File: src/rtl/ptx_pkg.sv
// Package: shared types for the latching parity transceiver.
// Assumes: nothing beyond standard SystemVerilog.
package ptx_pkg;

    // Direction decoded from the two active-low output enables.
    typedef enum logic [1:0] {
        DRV_NONE  = 2'b00,
        DRV_TO_B  = 2'b01,
        DRV_TO_A  = 2'b10,
        DRV_CLASH = 2'b11
    } ptx_dir_e;

endpackage

File: src/rtl/ptx_side_latch.sv
// Module: one side's holding stage.
// Transparent while le=1. Holds the word captured at the last clock edge with le=1.
// Gives two views: one fed from the pad only (used as a source for driving),
// and one fed from the pad or the loop-back word (used for checking).
// Assumes: fb_sel=1 only while this side is driven, so its pad input is then unused.
module ptx_side_latch #(
    parameter int W = 8
) (
    input  logic         clk,
    input  logic         rst_n,
    input  logic         le,
    input  logic         odd_sel,
    input  logic [W-1:0] pad_d,
    input  logic         pad_p,
    input  logic         fb_sel,
    input  logic [W-1:0] fb_d,
    input  logic         fb_p,
    output logic [W-1:0] src_d,
    output logic         src_p,
    output logic [W-1:0] chk_d,
    output logic         chk_p,
    output logic         cap_o
);
    logic [W-1:0] held_d;
    logic         held_p;
    logic         held_cap;
    logic [W-1:0] in_d;
    logic         in_p;
    logic         held_view_p;

    // Select the stage input: the loop-back word while driven, else the pad.
    always_comb begin
        in_d = fb_sel ? fb_d : pad_d;
        in_p = fb_sel ? fb_p : pad_p;
    end

    // Before any capture, the held parity follows the sense, so zero data stays consistent.
    always_comb held_view_p = held_cap ? held_p : odd_sel;

    // Produce the transparent or held views.
    always_comb begin
        src_d = le ? pad_d : held_d;
        src_p = le ? pad_p : held_view_p;
        chk_d = le ? in_d  : held_d;
        chk_p = le ? in_p  : held_view_p;
        cap_o = le | held_cap;
    end

    // Capture the stage input on each edge while transparent.
    always_ff @(posedge clk) begin
        if (!rst_n) begin
            held_d   <= '0;
            held_p   <= 1'b0;
            held_cap <= 1'b0;
        end else if (le) begin
            held_d   <= in_d;
            held_p   <= in_p;
            held_cap <= 1'b1;
        end
    end
endmodule

File: src/rtl/ptx_dir_drive.sv
// Module: output stage for one direction.
// Drives the source word, with parity either generated or forwarded.
// Assumes: outputs read as zero when the direction is not enabled.
module ptx_dir_drive #(
    parameter int W = 8
) (
    input  logic         en,
    input  logic         fwd,
    input  logic         odd_sel,
    input  logic [W-1:0] src_d,
    input  logic         src_p,
    output logic [W-1:0] out_d,
    output logic         out_p
);
    logic gen_p;

    // Parity over the data bits in the selected sense.
    always_comb gen_p = (^src_d) ^ odd_sel;

    // Form the driven word, or zeros when idle.
    always_comb begin
        out_d = en ? src_d : '0;
        out_p = en ? (fwd ? src_p : gen_p) : 1'b0;
    end
endmodule

File: src/rtl/ptx_par_check.sv
// Module: parity checker for one side's stage contents.
// Assumes: cap=0 means nothing has been seen since reset, so no error is reported.
module ptx_par_check #(
    parameter int W = 8
) (
    input  logic         cap,
    input  logic         odd_sel,
    input  logic [W-1:0] d,
    input  logic         p,
    output logic         err_n
);
    // Compare generated parity against the held or live parity bit.
    always_comb err_n = !cap || (((^d) ^ odd_sel) == p);
endmodule

File: src/rtl/ptx_top.sv
// Module: latching parity transceiver between two 9-bit buses.
// Decodes direction, instantiates a holding stage, drive stage and checker per side,
// and feeds each driven word back into the destination stage.
// Assumes: pads are split into input, output and enable; reset is synchronous, active low.
module ptx_top #(
    parameter int DW = 8
) (
    input  logic          clk,
    input  logic          rst_n,
    input  logic [DW-1:0] a_dat_i,
    input  logic          a_par_i,
    input  logic [DW-1:0] b_dat_i,
    input  logic          b_par_i,
    input  logic          lat_a_en,
    input  logic          lat_b_en,
    input  logic          drv_b_n,
    input  logic          drv_a_n,
    input  logic          fwd_mode,
    input  logic          odd_sel,
    output logic [DW-1:0] a_dat_o,
    output logic          a_par_o,
    output logic          a_oe,
    output logic [DW-1:0] b_dat_o,
    output logic          b_par_o,
    output logic          b_oe,
    output logic          a_err_n,
    output logic          b_err_n,
    output logic          both_en_flag
);
    import ptx_pkg::*;

    localparam int NSIDE = 2;

    ptx_dir_e     dir;
    logic         en_s   [NSIDE];
    logic [DW-1:0] pad_d [NSIDE];
    logic         pad_p  [NSIDE];
    logic         le_s   [NSIDE];
    logic [DW-1:0] src_d [NSIDE];
    logic         src_p  [NSIDE];
    logic [DW-1:0] chk_d [NSIDE];
    logic         chk_p  [NSIDE];
    logic         cap_s  [NSIDE];
    logic [DW-1:0] out_d [NSIDE];
    logic         out_p  [NSIDE];
    logic         err_s  [NSIDE];

    // Decode the active-low enables into a direction.
    always_comb begin
        unique case ({drv_a_n, drv_b_n})
            2'b10:   dir = DRV_TO_B;
            2'b01:   dir = DRV_TO_A;
            2'b00:   dir = DRV_CLASH;
            default: dir = DRV_NONE;
        endcase
    end

    // Per-side views of ports: index 0 is side A, index 1 is side B.
    always_comb begin
        en_s[0]  = (dir == DRV_TO_A);
        en_s[1]  = (dir == DRV_TO_B);
        pad_d[0] = a_dat_i;
        pad_d[1] = b_dat_i;
        pad_p[0] = a_par_i;
        pad_p[1] = b_par_i;
        le_s[0]  = lat_a_en;
        le_s[1]  = lat_b_en;
    end

    for (genvar s = 0; s < NSIDE; s++) begin : g_side
        // The stage on side s is looped back from the drive stage of side s.
        ptx_side_latch #(.W(DW)) u_lat (
            .clk    (clk),
            .rst_n  (rst_n),
            .le     (le_s[s]),
            .odd_sel(odd_sel),
            .pad_d  (pad_d[s]),
            .pad_p  (pad_p[s]),
            .fb_sel (en_s[s]),
            .fb_d   (out_d[s]),
            .fb_p   (out_p[s]),
            .src_d  (src_d[s]),
            .src_p  (src_p[s]),
            .chk_d  (chk_d[s]),
            .chk_p  (chk_p[s]),
            .cap_o  (cap_s[s])
        );

        // The drive stage for side s takes its word from the opposite stage.
        ptx_dir_drive #(.W(DW)) u_drv (
            .en     (en_s[s]),
            .fwd    (fwd_mode),
            .odd_sel(odd_sel),
            .src_d  (src_d[NSIDE-1-s]),
            .src_p  (src_p[NSIDE-1-s]),
            .out_d  (out_d[s]),
            .out_p  (out_p[s])
        );

        ptx_par_check #(.W(DW)) u_chk (
            .cap    (cap_s[s]),
            .odd_sel(odd_sel),
            .d      (chk_d[s]),
            .p      (chk_p[s]),
            .err_n  (err_s[s])
        );
    end

    // Map the per-side results back to ports.
    always_comb begin
        a_dat_o      = out_d[0];
        a_par_o      = out_p[0];
        a_oe         = en_s[0];
        b_dat_o      = out_d[1];
        b_par_o      = out_p[1];
        b_oe         = en_s[1];
        a_err_n      = err_s[0];
        b_err_n      = err_s[1];
        both_en_flag = (dir == DRV_CLASH);
    end
endmodule

File: config.mk
export PLATFORM = sky130hd
export DESIGN_NAME = ptx_top
export DESIGN_NICKNAME = d
export VERILOG_FILES = /design/src/rtl/ptx_pkg.sv /design/src/rtl/ptx_side_latch.sv /design/src/rtl/ptx_dir_drive.sv /design/src/rtl/ptx_par_check.sv /design/src/rtl/ptx_top.sv
export SDC_FILE = /design/constraint.sdc
export NUM_CORES = 1
export LEC_CHECK = 0
export BUFFER_PORTS_ARGS = -buffer_cell sky130_fd_sc_hd__buf_2
export CORE_ASPECT_RATIO = 0.75
export CORE_MARGIN = 3
export CORE_UTILIZATION = 45
export DETAILED_ROUTE_END_ITERATION = 8
export GPL_TIMING_DRIVEN = 0
export PLACE_DENSITY = 0.81
export SLEW_MARGIN = 20
export SYNTH_ARGS = -nofsm -noshare
export SYNTH_HDL_FRONTEND = slang
export SYNTH_HIERARCHICAL = 1
export SYNTH_SLANG_ARGS = --single-unit
File: constraint.sdc
create_clock -name clk -period 2.57 [get_ports clk]
set_clock_uncertainty 0.1 [all_clocks]
set_input_delay 0.257 -clock clk [delete_from_list [all_inputs] [get_ports clk]]
set_output_delay 0.257 -clock clk [all_outputs]
set_load 0.01 [all_outputs]
==> impl_metrics.json <==
{
  "drt-vias-per-instance": 5.23,
  "hold_path_class": "primary input to register",
  "hold_viol": 0,
  "grt_pass1_vias": 1594,
  "final_util_pct": 61.6,
  "dp.cells": 299,
  "p_leak_nw": 1.11,
  "core_um2": 3780,
  "grt_usage_pct": 20.6,
  "path_cells": "mux2_4 -> xnor2_2 -> xnor3_1 -> xnor2_2 -> o211a_1 -> mux2i_1 -> mux2i_1 -> xnor2_1 -> xnor3_1 -> xnor2_1 -> nand2_1 -> buf_2",
  "critPathLaunchType": "register",
  "cts_tree": "yes",
  "syn-cell-area_um2": 1840,
  "synth_cells": 201,
  "final_cells": 312,
  "die_h_um": 61.3,
  "p_clk_share_pct": 19.2,
  "p_int_uw": 732,
  "antenna_found_initial": 0,
  "worstPathMaxFanout": 2,
  "clk_pin_slew_ns": 0.07,
  "gp_congestion": 0.836,
  "dr.first_iter.drc_count": 116,
  "endpoint_kind": "output port",
  "ios": 49,
  "synth_cell_types": 25,
  "multi_input_area_um2": 1380,
  "critPathSlowestCell": "xnor3_1",
  "cp.arrival_ns": 2.90,
  "place.detailed.hpwl_um": 3600,
  "p_seq_share_pct": 31.7,
  "register_area_um2": 404,
  "clock-root-buffer": "clkbuf_8",
  "cp.depth": 12,
  "avgSynthCellArea_um2": 9.13,
  "worst_slack_ns": -0.689,
  "worst_pin_slew_ns": 0.668,
  "status": "complete, but fails checks",
  "numCtsBuffers": 3,
  "drv_cap": 0,
  "n_antenna_cell": 0,
  "cts.sinks": 20,
  "ff2ff_path_depth": 11,
  "cpPeakStageDelay_ns": 0.46,
  "cp.required_ns": 2.21,
  "setup_viol": 2,
  "grt_max_degree": 21,
  "holdPathStages": 3,
  "grt_pass1_wl_um": 7810,
  "max-slew-margin-rel_pct": 55.4,
  "drt_pass1_iterations": 4,
  "period_minus_slack_ns": 3.26,
  "die_w_um": 79.7,
  "clk_latency_ns": 0.26,
  "maxSlewViolCount": 0,
  "htree_levels": 1,
  "final_cell_mix": "buf_2, a21oi_1, mux2i_1, nor2_1, dfxtp_1",
  "wl_um": 4830,
  "grt.overflow.total": 0,
  "die_area_um2": 4890,
  "ctsLongestPathBuffers": 2,
  "yosys_warnings": 6,
  "fin_nets": 288,
  "cp_top_family": "XOR/XNOR gates",
  "hold_ws_ns": 0.234,
  "syn2layout_area_growth_pct": 26.9,
  "synth_nets": 227,
  "mostFrequentLayoutCell": "buf_2",
  "wl_per_cell_um": 15.5,
  "drive_above_1_share_pct": 41.5,
  "violations": "setup timing",
  "sw_frac_of_total_pct": 33.3,
  "path_class": "register to output port",
  "path_buf_inv": 1,
  "p_comb_share_pct": 49.1,
  "p_per_area_nw_per_um2": 471,
  "cts-hold-fix-buffers": 0,
  "place_area_um2": 2180,
  "drc": 0,
  "via_count": 1633,
  "yosysSeqAreaShare_pct": 21.8,
  "fmax_ghz": 0.307,
  "n_fill_cell": 324,
  "start_util_pct": 48.6,
  "ys_ff_latch": 20,
  "rsz0062_at_grt": "yes",
  "antenna_left": 0,
  "ir_worst_vdd_uv": 394,
  "fin_crit_sh_pct": 127,
  "finish.instance_area_um2": 2330,
  "num_rows": 19,
  "p_switching_uw": 366,
  "portBuffers": 46
}
-- stage by stage --
stage                     total power [mW]  TNS, ns  worst slack [ns]
final                                 1.10    -1.35            -0.689
after global routing                  1.17    -1.74            -0.901
after CTS                             1.08    -1.34            -0.678
after detailed placement             0.850    -1.23            -0.627
after global placement               0.839    -1.14            -0.581
after floorplan                      0.733   -0.616            -0.308
-- path summary, 6_finish.rpt --
kind,end,slack [ns],from
max,a_err_n,-0.69,g_side[1].u_lat/held_d[5]$_SDFF_PN0_
min,g_side[1].u_lat/held_d[3]$_SDFF_PN0_,0.23,b_dat_i[3]
max reg2reg,g_side[0].u_lat/held_p$_SDFFE_PN0P_,0.13,g_side[1].u_lat/held_d[5]$_SDFF_PN0_
min reg2reg,g_side[0].u_lat/held_d[6]$_SDFF_PN0_,0.43,g_side[0].u_lat/held_d[6]$_SDFF_PN0_
-- final cells by class --
cell class              count  area share (%)
flip-flops and latches     20            17.4
multi-input cells         167            59.3
inverters                   2           0.322
clock buffers               3            1.77
repair buffers             56            13.1
well taps                  52            2.79
plain buffers              12            5.37
-- synthesized netlist by cell type, drive strengths merged --
cell type	count	area, µm²
xnor3	4	90.1
and2b	1	8.76
a21oi	34	193
mux2	16	203
xor2	6	52.6
and2	18	115
dfxtp	20	400
mux2i	24	240
o211a	2	20.0
nor2b	1	6.26
o21ai	18	90.1
nand2b	2	12.5
xnor2	20	205
nand2	2	7.51
inv	2	7.51
nor2	17	63.8
buf	12	108
or2	2	12.5
-- sequential cells by signal (all words and copies together), names as in the netlist --
signal	flops
g_side.u_lat/held_d	16
g_side.u_lat/held_cap	2
g_side.u_lat/held_p	2
-- kinds of logic (layout without fill, tap and decap cells) --
family,after synthesis,after routing,share of synthesized area (%)
buf+inv,14,73,6.27
compound gates,54,54,16.5
simple gates,43,43,12.3
xor+xnor,30,30,19.0
mux,40,40,24.1
flops,20,20,21.8
-- metal layers --
metal | wire length, µm | up-vias | GRT usage, % | part of all wire (%)
li1 | - | 816 | - | -
met1 | 2410 | 748 | 30.4 | 50
met2 | 1960 | 65 | 32.2 | 41
met3 | 430 | 4 | 4.09 | 8.9
met4 | 31 | 0 | 2.89 | 0.64
met5 | 0 | - | 0 | 0
-- worst register-to-register path: stages (launching register included) --
cell and delay (ns):
dfxtp_2 0.32, mux2_4 0.29, xnor2_2 0.12, xnor3_1 0.46, xnor2_2 0.16, o211a_1 0.24, mux2i_1 0.19, buf_4 0.14
buf_4 0.09, buf_4 0.09, buf_4 0.09, a21oi_2 0.04
-- repair_timing --
action	4_1_cts	5_1_grt
setup buffers	8	3
endpoints found under the setup margin	2	3
pin swaps	12	3
gates resized for setup	2	5
-- power by group through the flow --
| stage | Sequential (mW) | Combinational, mW | Clock [mW] |
|---|---|---|---|
| 2_1_floorplan | 0.351 | 0.383 | 0 |
| 3_3_place_gp | 0.354 | 0.486 | 0 |
| 3_5_place_dp | 0.355 | 0.496 | 0 |
| 4_1_cts | 0.347 | 0.513 | 0.219 |
| 5_1_grt | 0.351 | 0.587 | 0.229 |
| 6_report | 0.348 | 0.539 | 0.211 |
Power figures use the tool's default switching activity.
